`src/rtl/spi_xfer_pkg.sv`:
```
package spi_xfer_pkg;
  localparam int ADDR_W = 5;

  typedef enum logic [ADDR_W-1:0] {
    A_START      = 5'd0,
    A_STOP       = 5'd1,
    A_EV_STARTED = 5'd2,
    A_EV_END     = 5'd3,
    A_EV_ENDTX   = 5'd4,
    A_EV_ENDRX   = 5'd5,
    A_EV_STOPPED = 5'd6,
    A_ENABLE     = 5'd7,
    A_CONFIG     = 5'd8,
    A_RATE       = 5'd9,
    A_TX_MAX     = 5'd10,
    A_RX_MAX     = 5'd11,
    A_TX_AMT     = 5'd12,
    A_RX_AMT     = 5'd13,
    A_FILL       = 5'd14,
    A_PIN_SCK    = 5'd15,
    A_PIN_MOSI   = 5'd16,
    A_PIN_MISO   = 5'd17
  } reg_addr_e;

  // event bit positions, offset from A_EV_STARTED
  localparam int EV_STARTED = 0;
  localparam int EV_END     = 1;
  localparam int EV_ENDTX   = 2;
  localparam int EV_ENDRX   = 3;
  localparam int EV_STOPPED = 4;
  localparam int NUM_EV     = 5;

  localparam int PIN_SCK  = 0;
  localparam int PIN_MOSI = 1;
  localparam int PIN_MISO = 2;
  localparam int NUM_PINS = 3;
  localparam logic [31:0] PIN_MASK = 32'h8000_001F;
  localparam logic [31:0] RATE_RST = 32'h0400_0000;

  typedef struct packed {
    logic cpol;
    logic cpha;
    logic lsb_first;
  } spi_cfg_t;
endpackage

```
`src/rtl/spi_rate_gen.sv`:
```
module spi_rate_gen #(
  parameter int SYS_CLK_HZ = 16_000_000,
  parameter int MIN_HZ     = 125_000,
  parameter int STEPS      = 7,
  parameter int CODE_LSB   = 25
) (
  input  logic        clk_i,
  input  logic        rst_ni,
  input  logic [31:0] code_i,
  input  logic        run_i,
  output logic        tick_o
);
  localparam int BASE_HALF = SYS_CLK_HZ / (2 * MIN_HZ);
  localparam int CNT_W     = $clog2(BASE_HALF + 1);

  logic [STEPS-1:0] hit;
  logic [CNT_W-1:0] half_len, cnt_q;

  for (genvar k = 0; k < STEPS; k++) begin : g_step
    assign hit[k] = (code_i == (32'd1 << (CODE_LSB + k)));
  end

  always_comb begin
    half_len = CNT_W'(BASE_HALF >> 1);  // fallback: second step
    for (int k = 0; k < STEPS; k++) begin
      if (hit[k]) half_len = CNT_W'(BASE_HALF >> k);
    end
  end

  assign tick_o = run_i && (cnt_q == half_len - 1'b1);

  always_ff @(posedge clk_i or negedge rst_ni) begin
    if (!rst_ni)                cnt_q <= '0;
    else if (!run_i || tick_o)  cnt_q <= '0;
    else                        cnt_q <= cnt_q + 1'b1;
  end
endmodule

```
`src/rtl/spi_byte_engine.sv`:
```
module spi_byte_engine #(
  parameter int W = 8
) (
  input  logic         clk_i,
  input  logic         rst_ni,
  input  logic         load_i,
  input  logic [W-1:0] load_data_i,
  input  logic         tick_i,
  input  logic         lsb_first_i,
  input  logic         miso_i,
  output logic         mosi_o,
  output logic         half_o,
  output logic         done_o,
  output logic [W-1:0] rx_o
);
  localparam int BW = $clog2(W);

  logic [W-1:0]  tx_q, rx_q;
  logic [BW-1:0] bit_q;
  logic          half_q;

  // half 0: before sample point, half 1: after it
  assign done_o = tick_i && half_q && (bit_q == BW'(W - 1));
  assign mosi_o = lsb_first_i ? tx_q[0] : tx_q[W-1];
  assign half_o = half_q;
  assign rx_o   = rx_q;

  always_ff @(posedge clk_i or negedge rst_ni) begin
    if (!rst_ni) begin
      tx_q   <= '0;
      rx_q   <= '0;
      bit_q  <= '0;
      half_q <= 1'b0;
    end else if (load_i) begin
      tx_q   <= load_data_i;
      bit_q  <= '0;
      half_q <= 1'b0;
    end else if (tick_i) begin
      if (!half_q) begin
        half_q <= 1'b1;
        rx_q   <= lsb_first_i ? {miso_i, rx_q[W-1:1]} : {rx_q[W-2:0], miso_i};
      end else begin
        half_q <= 1'b0;
        bit_q  <= bit_q + 1'b1;
        tx_q   <= lsb_first_i ? (tx_q >> 1) : (tx_q << 1);
      end
    end
  end
endmodule

```
`src/rtl/spi_xfer_master.sv`:
```
module spi_xfer_master
  import spi_xfer_pkg::*;
#(
  parameter int SYS_CLK_HZ = 16_000_000,
  parameter int CNT_W      = 8
) (
  input  logic              clk_i,
  input  logic              rst_ni,
  input  logic              reg_we_i,
  input  logic [4:0]        reg_addr_i,
  input  logic [31:0]       reg_wdata_i,
  output logic [31:0]       reg_rdata_o,
  output logic [CNT_W-1:0]  tx_rd_idx_o,
  input  logic [7:0]        tx_rd_data_i,
  output logic              rx_wr_en_o,
  output logic [CNT_W-1:0]  rx_wr_idx_o,
  output logic [7:0]        rx_wr_data_o,
  output logic              sck_o,
  output logic              sck_oe_o,
  output logic              mosi_o,
  output logic              mosi_oe_o,
  input  logic              miso_i
);
  logic              en_q;
  spi_cfg_t          cfg_q;
  logic [31:0]       rate_q;
  logic [CNT_W-1:0]  txmax_q, rxmax_q, txn_q, rxn_q, len_q, idx_q, tx_amt_q, rx_amt_q;
  logic [7:0]        fill_q;
  logic [31:0]       pin_q [NUM_PINS];
  logic [NUM_EV-1:0] ev_q, ev_set, ev_clr;
  logic              busy_q, need_load_q;

  logic tick, done, eng_mosi, eng_half, miso_eff;
  logic [7:0] eng_rx, load_byte;

  wire start_acc = reg_we_i && reg_addr_i == A_START && reg_wdata_i[0] && en_q && !busy_q;
  wire stop_req  = reg_we_i && reg_addr_i == A_STOP && reg_wdata_i[0];
  wire zero_len  = start_acc && txmax_q == '0 && rxmax_q == '0;
  wire done_ok   = done && busy_q && en_q && !stop_req;
  wire last_byte = idx_q == len_q - 1'b1;
  wire tx_last   = txn_q != '0 && idx_q == txn_q - 1'b1;
  wire rx_last   = rxn_q != '0 && idx_q == rxn_q - 1'b1;

  // ---------------- configuration registers
  always_ff @(posedge clk_i or negedge rst_ni) begin
    if (!rst_ni) begin
      en_q    <= 1'b0;
      cfg_q   <= '0;
      rate_q  <= RATE_RST;
      txmax_q <= '0;
      rxmax_q <= '0;
      fill_q  <= '0;
      for (int p = 0; p < NUM_PINS; p++) pin_q[p] <= '1;
    end else if (reg_we_i) begin
      case (reg_addr_i)
        A_ENABLE: begin
          if (reg_wdata_i == 32'd7)      en_q <= 1'b1;
          else if (reg_wdata_i == '0)    en_q <= 1'b0;
        end
        A_CONFIG: cfg_q   <= spi_cfg_t'(reg_wdata_i[2:0]);
        A_RATE:   rate_q  <= reg_wdata_i;
        A_TX_MAX: txmax_q <= reg_wdata_i[CNT_W-1:0];
        A_RX_MAX: rxmax_q <= reg_wdata_i[CNT_W-1:0];
        A_FILL:   fill_q  <= reg_wdata_i[7:0];
        default: ;
      endcase
      for (int p = 0; p < NUM_PINS; p++)
        if (reg_addr_i == 5'(int'(A_PIN_SCK) + p)) pin_q[p] <= reg_wdata_i & PIN_MASK;
    end
  end

  // ---------------- sticky events, hardware set wins
  always_comb begin
    for (int k = 0; k < NUM_EV; k++)
      ev_clr[k] = reg_we_i && reg_addr_i == 5'(int'(A_EV_STARTED) + k) && reg_wdata_i == '0;
    ev_set              = '0;
    ev_set[EV_STARTED]  = start_acc;
    ev_set[EV_END]      = zero_len || (done_ok && last_byte);
    ev_set[EV_ENDTX]    = zero_len || (done_ok && (tx_last || (last_byte && txn_q == '0)));
    ev_set[EV_ENDRX]    = zero_len || (done_ok && (rx_last || (last_byte && rxn_q == '0)));
    ev_set[EV_STOPPED]  = stop_req;
  end

  always_ff @(posedge clk_i or negedge rst_ni) begin
    if (!rst_ni) ev_q <= '0;
    else         ev_q <= (ev_q & ~ev_clr) | ev_set;
  end

  // ---------------- transaction sequencer
  always_ff @(posedge clk_i or negedge rst_ni) begin
    if (!rst_ni) begin
      busy_q      <= 1'b0;
      need_load_q <= 1'b0;
      idx_q       <= '0;
      len_q       <= '0;
      txn_q       <= '0;
      rxn_q       <= '0;
      tx_amt_q    <= '0;
      rx_amt_q    <= '0;
    end else if (stop_req || !en_q) begin
      busy_q      <= 1'b0;
      need_load_q <= 1'b0;
    end else if (start_acc) begin
      busy_q      <= !zero_len;
      need_load_q <= !zero_len;
      idx_q       <= '0;
      len_q       <= (txmax_q > rxmax_q) ? txmax_q : rxmax_q;
      txn_q       <= txmax_q;
      rxn_q       <= rxmax_q;
      tx_amt_q    <= '0;
      rx_amt_q    <= '0;
    end else if (done_ok) begin
      if (idx_q < txn_q) tx_amt_q <= tx_amt_q + 1'b1;
      if (idx_q < rxn_q) rx_amt_q <= rx_amt_q + 1'b1;
      if (last_byte) begin
        busy_q <= 1'b0;
      end else begin
        idx_q       <= idx_q + 1'b1;
        need_load_q <= 1'b1;
      end
    end else if (need_load_q) begin
      need_load_q <= 1'b0;
    end
  end

  assign tx_rd_idx_o = idx_q;
  assign load_byte   = (idx_q < txn_q) ? tx_rd_data_i : fill_q;
  assign miso_eff    = pin_q[PIN_MISO][31] ? 1'b0 : miso_i;

  spi_rate_gen #(.SYS_CLK_HZ(SYS_CLK_HZ)) u_rate (
    .clk_i  (clk_i),
    .rst_ni (rst_ni),
    .code_i (rate_q),
    .run_i  (busy_q && !need_load_q),
    .tick_o (tick)
  );

  spi_byte_engine #(.W(8)) u_eng (
    .clk_i       (clk_i),
    .rst_ni      (rst_ni),
    .load_i      (need_load_q),
    .load_data_i (load_byte),
    .tick_i      (tick),
    .lsb_first_i (cfg_q.lsb_first),
    .miso_i      (miso_eff),
    .mosi_o      (eng_mosi),
    .half_o      (eng_half),
    .done_o      (done),
    .rx_o        (eng_rx)
  );

  assign sck_o     = cfg_q.cpol ^ (busy_q && (cfg_q.cpha ^ (eng_half && !need_load_q)));
  assign mosi_o    = busy_q && eng_mosi;
  assign sck_oe_o  = en_q && !pin_q[PIN_SCK][31];
  assign mosi_oe_o = en_q && !pin_q[PIN_MOSI][31];

  assign rx_wr_en_o   = done_ok && (idx_q < rxn_q);
  assign rx_wr_idx_o  = idx_q;
  assign rx_wr_data_o = eng_rx;

  // ---------------- register read
  always_comb begin
    reg_rdata_o = '0;
    case (reg_addr_i)
      A_ENABLE: reg_rdata_o = en_q ? 32'd7 : 32'd0;
      A_CONFIG: reg_rdata_o = {29'd0, cfg_q};
      A_RATE:   reg_rdata_o = rate_q;
      A_TX_MAX: reg_rdata_o = 32'(txmax_q);
      A_RX_MAX: reg_rdata_o = 32'(rxmax_q);
      A_TX_AMT: reg_rdata_o = 32'(tx_amt_q);
      A_RX_AMT: reg_rdata_o = 32'(rx_amt_q);
      A_FILL:   reg_rdata_o = {24'd0, fill_q};
      default: ;
    endcase
    for (int k = 0; k < NUM_EV; k++)
      if (reg_addr_i == 5'(int'(A_EV_STARTED) + k)) reg_rdata_o = {31'd0, ev_q[k]};
    for (int p = 0; p < NUM_PINS; p++)
      if (reg_addr_i == 5'(int'(A_PIN_SCK) + p)) reg_rdata_o = pin_q[p];
  end
endmodule

```
`config.mk`:
```
export PLATFORM = sky130hd
export DESIGN_NAME = spi_xfer_master
export DESIGN_NICKNAME = d
export VERILOG_FILES = /design/src/rtl/spi_xfer_pkg.sv /design/src/rtl/spi_rate_gen.sv /design/src/rtl/spi_byte_engine.sv /design/src/rtl/spi_xfer_master.sv
export SDC_FILE = /design/constraint.sdc
export NUM_CORES = 1
export LEC_CHECK = 0
export BUFFER_PORTS_ARGS = -buffer_cell sky130_fd_sc_hd__buf_2
export CAP_MARGIN = 20
export CELL_PAD_IN_SITES_DETAIL_PLACEMENT = 0
export CELL_PAD_IN_SITES_GLOBAL_PLACEMENT = 1
export CORE_ASPECT_RATIO = 0.9
export CORE_UTILIZATION = 50
export DETAILED_ROUTE_END_ITERATION = 10
export PLACE_DENSITY = 0.92
export SYNTH_ARGS = -nofsm -noshare
export SYNTH_HDL_FRONTEND = slang
export SYNTH_SLANG_ARGS = --single-unit
```
`constraint.sdc`:
```
create_clock -name clk_i -period 4.6 [get_ports clk_i]
set_input_delay 0.46 -clock clk_i [delete_from_list [all_inputs] [get_ports clk_i]]
set_output_delay 0.46 -clock clk_i [all_outputs]
set_load 0.1 [all_outputs]
```
==> impl_results.md <==
- Crit path required time: 4140 ps
- Register Area: 0.00411 sq mm
- Vias: 7841
- DR pass1 iterations: 5
- Clock skew after layout: 14.2 ps
- Antenna violations before repair: 0
- CTS-repair resized insts: 0
- Root Buffer: clkbuf_16
- Drt drc: 0
- Worst slew margin: 39.1%
- Routed WL per cell: slightly below 20 um
- Min-Delay Path Class: in -> async
- Design Area, Final: 0.0109 sq mm
- Num Clock Sinks: 163
- Distinct cells, synth: 71
- Crit path time final: approximately 3900 ps
- Die area: 0.0197 sq mm
- Clk Latency, worst-skew pair: about 430 ps
- Setup bufs post-CTS: 0
- Crit Path Category: reg -> out
- Clk slew on worst S/H paths: around 70 ps
- Mux share of post-synthesis cell area: about 14%
- Worst setup SP type: register
- GPL Wtd Cong: 0.897
- Synth Flop Type: dfrtp_1
- Syn Inst Count: approximately 950
- FF-to-FF End: u_eng.rx_o[6]
- Post-CTS Hold Buffers: 0
- Setup violators final: 0
- Fill cells: 1598
- Final Hold Fails: 0
- Async SR Flop Fraction: 100%
- R2R Path Start: rate_q[1]
- # H-tree levels: 4
- Max VDD drop: 262 uV
- Dpl cell area: 0.0103 sq mm
- Worst-path fanout max: 8
- Max-cap viol count: 0
- Seq/Total Area, Yosys: 43.0%
- Adder-Cell Fraction of Synth Area: under 10%
- Vias in the first global route: 7309
- Die H: between 100 and 150 um
- Multi-input logic area: 0.00508 sq mm
- Synthesized area: ~0.0095 sq mm
- First-pass GRT wire length: between 40 and 50 mm
- Worst-margin pin slew: about 900 ps
- N_diodes: 0
- Simple-gate share of the synthesized area: between 10% and 20%
- Most numerous cell in the Yosys netlist: dfrtp_1
- Synth area leader: dfrtp_1
- Leakage: just over 5 nW
- Total grt overflow: 0
- Core Region: 0.0185 sq mm
- Setup crit end kind: output port
- Tcrit/Tclk final: roughly 85%
- Fmax: roughly 260 MHz
- TritonCTS buffer count: 17
- PortBufs: between 100 and 150
- RSZ-0062 raised after global routing: no
- Synthesis Warnings: 0
- Row count: 47
- Power Density: 346 mW/mm^2
- Clock Path Buffers: 2
- Setup_tns: 0 ps
- Synthesis-stage register bit count: 163
- CTS tree: done
- Starting Density: 51.5%
- Syn_area_per_cell: 10.0 sq um
- Ports: 110
- GRT Total Usage: 26.7%
- R2R setup slack: 1380 ps
- Xor and xnor fraction of the mapped netlist area: slightly above 4%
- Worst Reg-to-Reg Cells: 8
- Nets: 1124
- DR vias/cell: 6.04
- Post-synth EDFFs: 0
- Compound-gate portion of the synthesized area: roughly 13%
- Worst EP arrival: between 3000 and 4000 ps
- Largest net degree at the start of global routing: 86
- Area delta synth->final: 13.7%
- Top cells by count, synth: dfrtp_1 (141), nand2_1 (92), mux2_2 (90), o21ai_0 (71), nor2_1 (53)
- Top cell type's share of synthesized area: 37.0%
- Post-DP HPWL: 18.3 mm
- Detail Route Antenna Nets: 0
- Status: completed
- Post-synth net total: 1034
- Die W: 148 um
- Synth top area cells: dfrtp_1 (37%), mux2_2 (11%), dfstp_2 (6.1%)
- Largest family of logic cells by synthesized area: simple AND/OR/NAND/NOR gates
- Layout cells sized above 1: 26.9%
- Max-slew violations: 0
- Iteration-0 DRC Markers: 652
- Drt total wl: 25.4 mm
## worst max-delay path, cell delays in order, from the launching register on
cell,delay (ps)
dfrtp_1,400
nor4_1,700
nand3_1,280
nor2_1,240
and4_1,260
o22a_2,260
nand4b_2,310
inv_1,130
buf_2,430
## area by class of cell
type                       count  area share (%)
multi-input combinational    702            46.8
sequential                   163            37.8
timing repair buffer         117            5.63
clock buffer                  17            3.92
tap                          245            2.82
clock inverter                15            1.64
inverter                      40            1.38
## metrics by stage
step	utilization (%)	setup WS [ps]	total power, mW	std cells	hold WS, ps
after CTS	58.6	707	3.77	1299	116
after global routing	58.6	485	3.89	1299	150
after global placement	55.4	1120	2.29	1267	484
after floorplan	-	830	2.10	951	164
after detailed placement	55.4	1090	2.32	1267	486
final	58.6	701	3.75	1299	83.5
## cell usage in the layout (no fill, tap or decap), drive strengths merged, types with 22 or more instances in the layout
master  synthesis  layout
a21o           23      23
dfstp          22      22
mux2           91      91
mux2i          31      31
nand2          92      92
xnor2          29      29
ha             34      34
buf            14     117
nand3          28      28
inv            40      50
o21ai          74      74
a21oi          35      35
dfrtp         141     141
nor4           23      23
nor2           53      53
## state kept, by name, summed over array words and instances (netlist names), 5 cells and up
register      flops
rx_amt_q          8
tx_amt_q          8
u_eng.rx_o        8
rxmax_q           8
rate_q           32
len_q             8
u_eng.tx_q        8
rxn_q             8
fill_q            8
txn_q             8
rx_wr_idx_o       8
pin_q            21
txmax_q           8
ev_q              5
u_rate.cnt_q      7
## worst max path at each step
stage	from	to	slack, ps	depth (start not counted)
2_1_floorplan	reg_addr_i[2]	reg_rdata_o[1]	830	7
3_3_place_gp	rate_q[1]	rx_wr_en_o	1120	8
3_5_place_dp	reg_addr_i[2]	reg_rdata_o[0]	1090	10
4_1_cts	rate_q[1]	rx_wr_en_o	710	8
5_1_grt	rate_q[5]	rx_wr_en_o	480	8
6_report	rate_q[5]	rx_wr_en_o	700	8
## power by group
group          total [mW]  switching, mW  internal [mW]
clock                1.45          0.671          0.781
combinational       0.538          0.301          0.237
sequential           1.76          0.176           1.59
total                3.75           1.15           2.61
## kinds of logic after synthesis
family | Yosys count
AOI/OAI and AO/OA | 196
xor gates and xnor gates | 44
adders and majority gates | 34
buffers and inverters | 86
DFF | 163
muxes | 123
and+or+nand+nor | 305
## metal layers
metal | wire length [um] | up-vias | track usage, %
met4 | 240 | 0 | 6.59
li1 | - | 3640 | -
met2 | 11400 | 293 | 39.8
met1 | 12000 | 3884 | 40.1
met5 | 0 | - | 0
met3 | 1730 | 24 | 4.55
No activity file was read; power rests on OpenSTA's default activity.
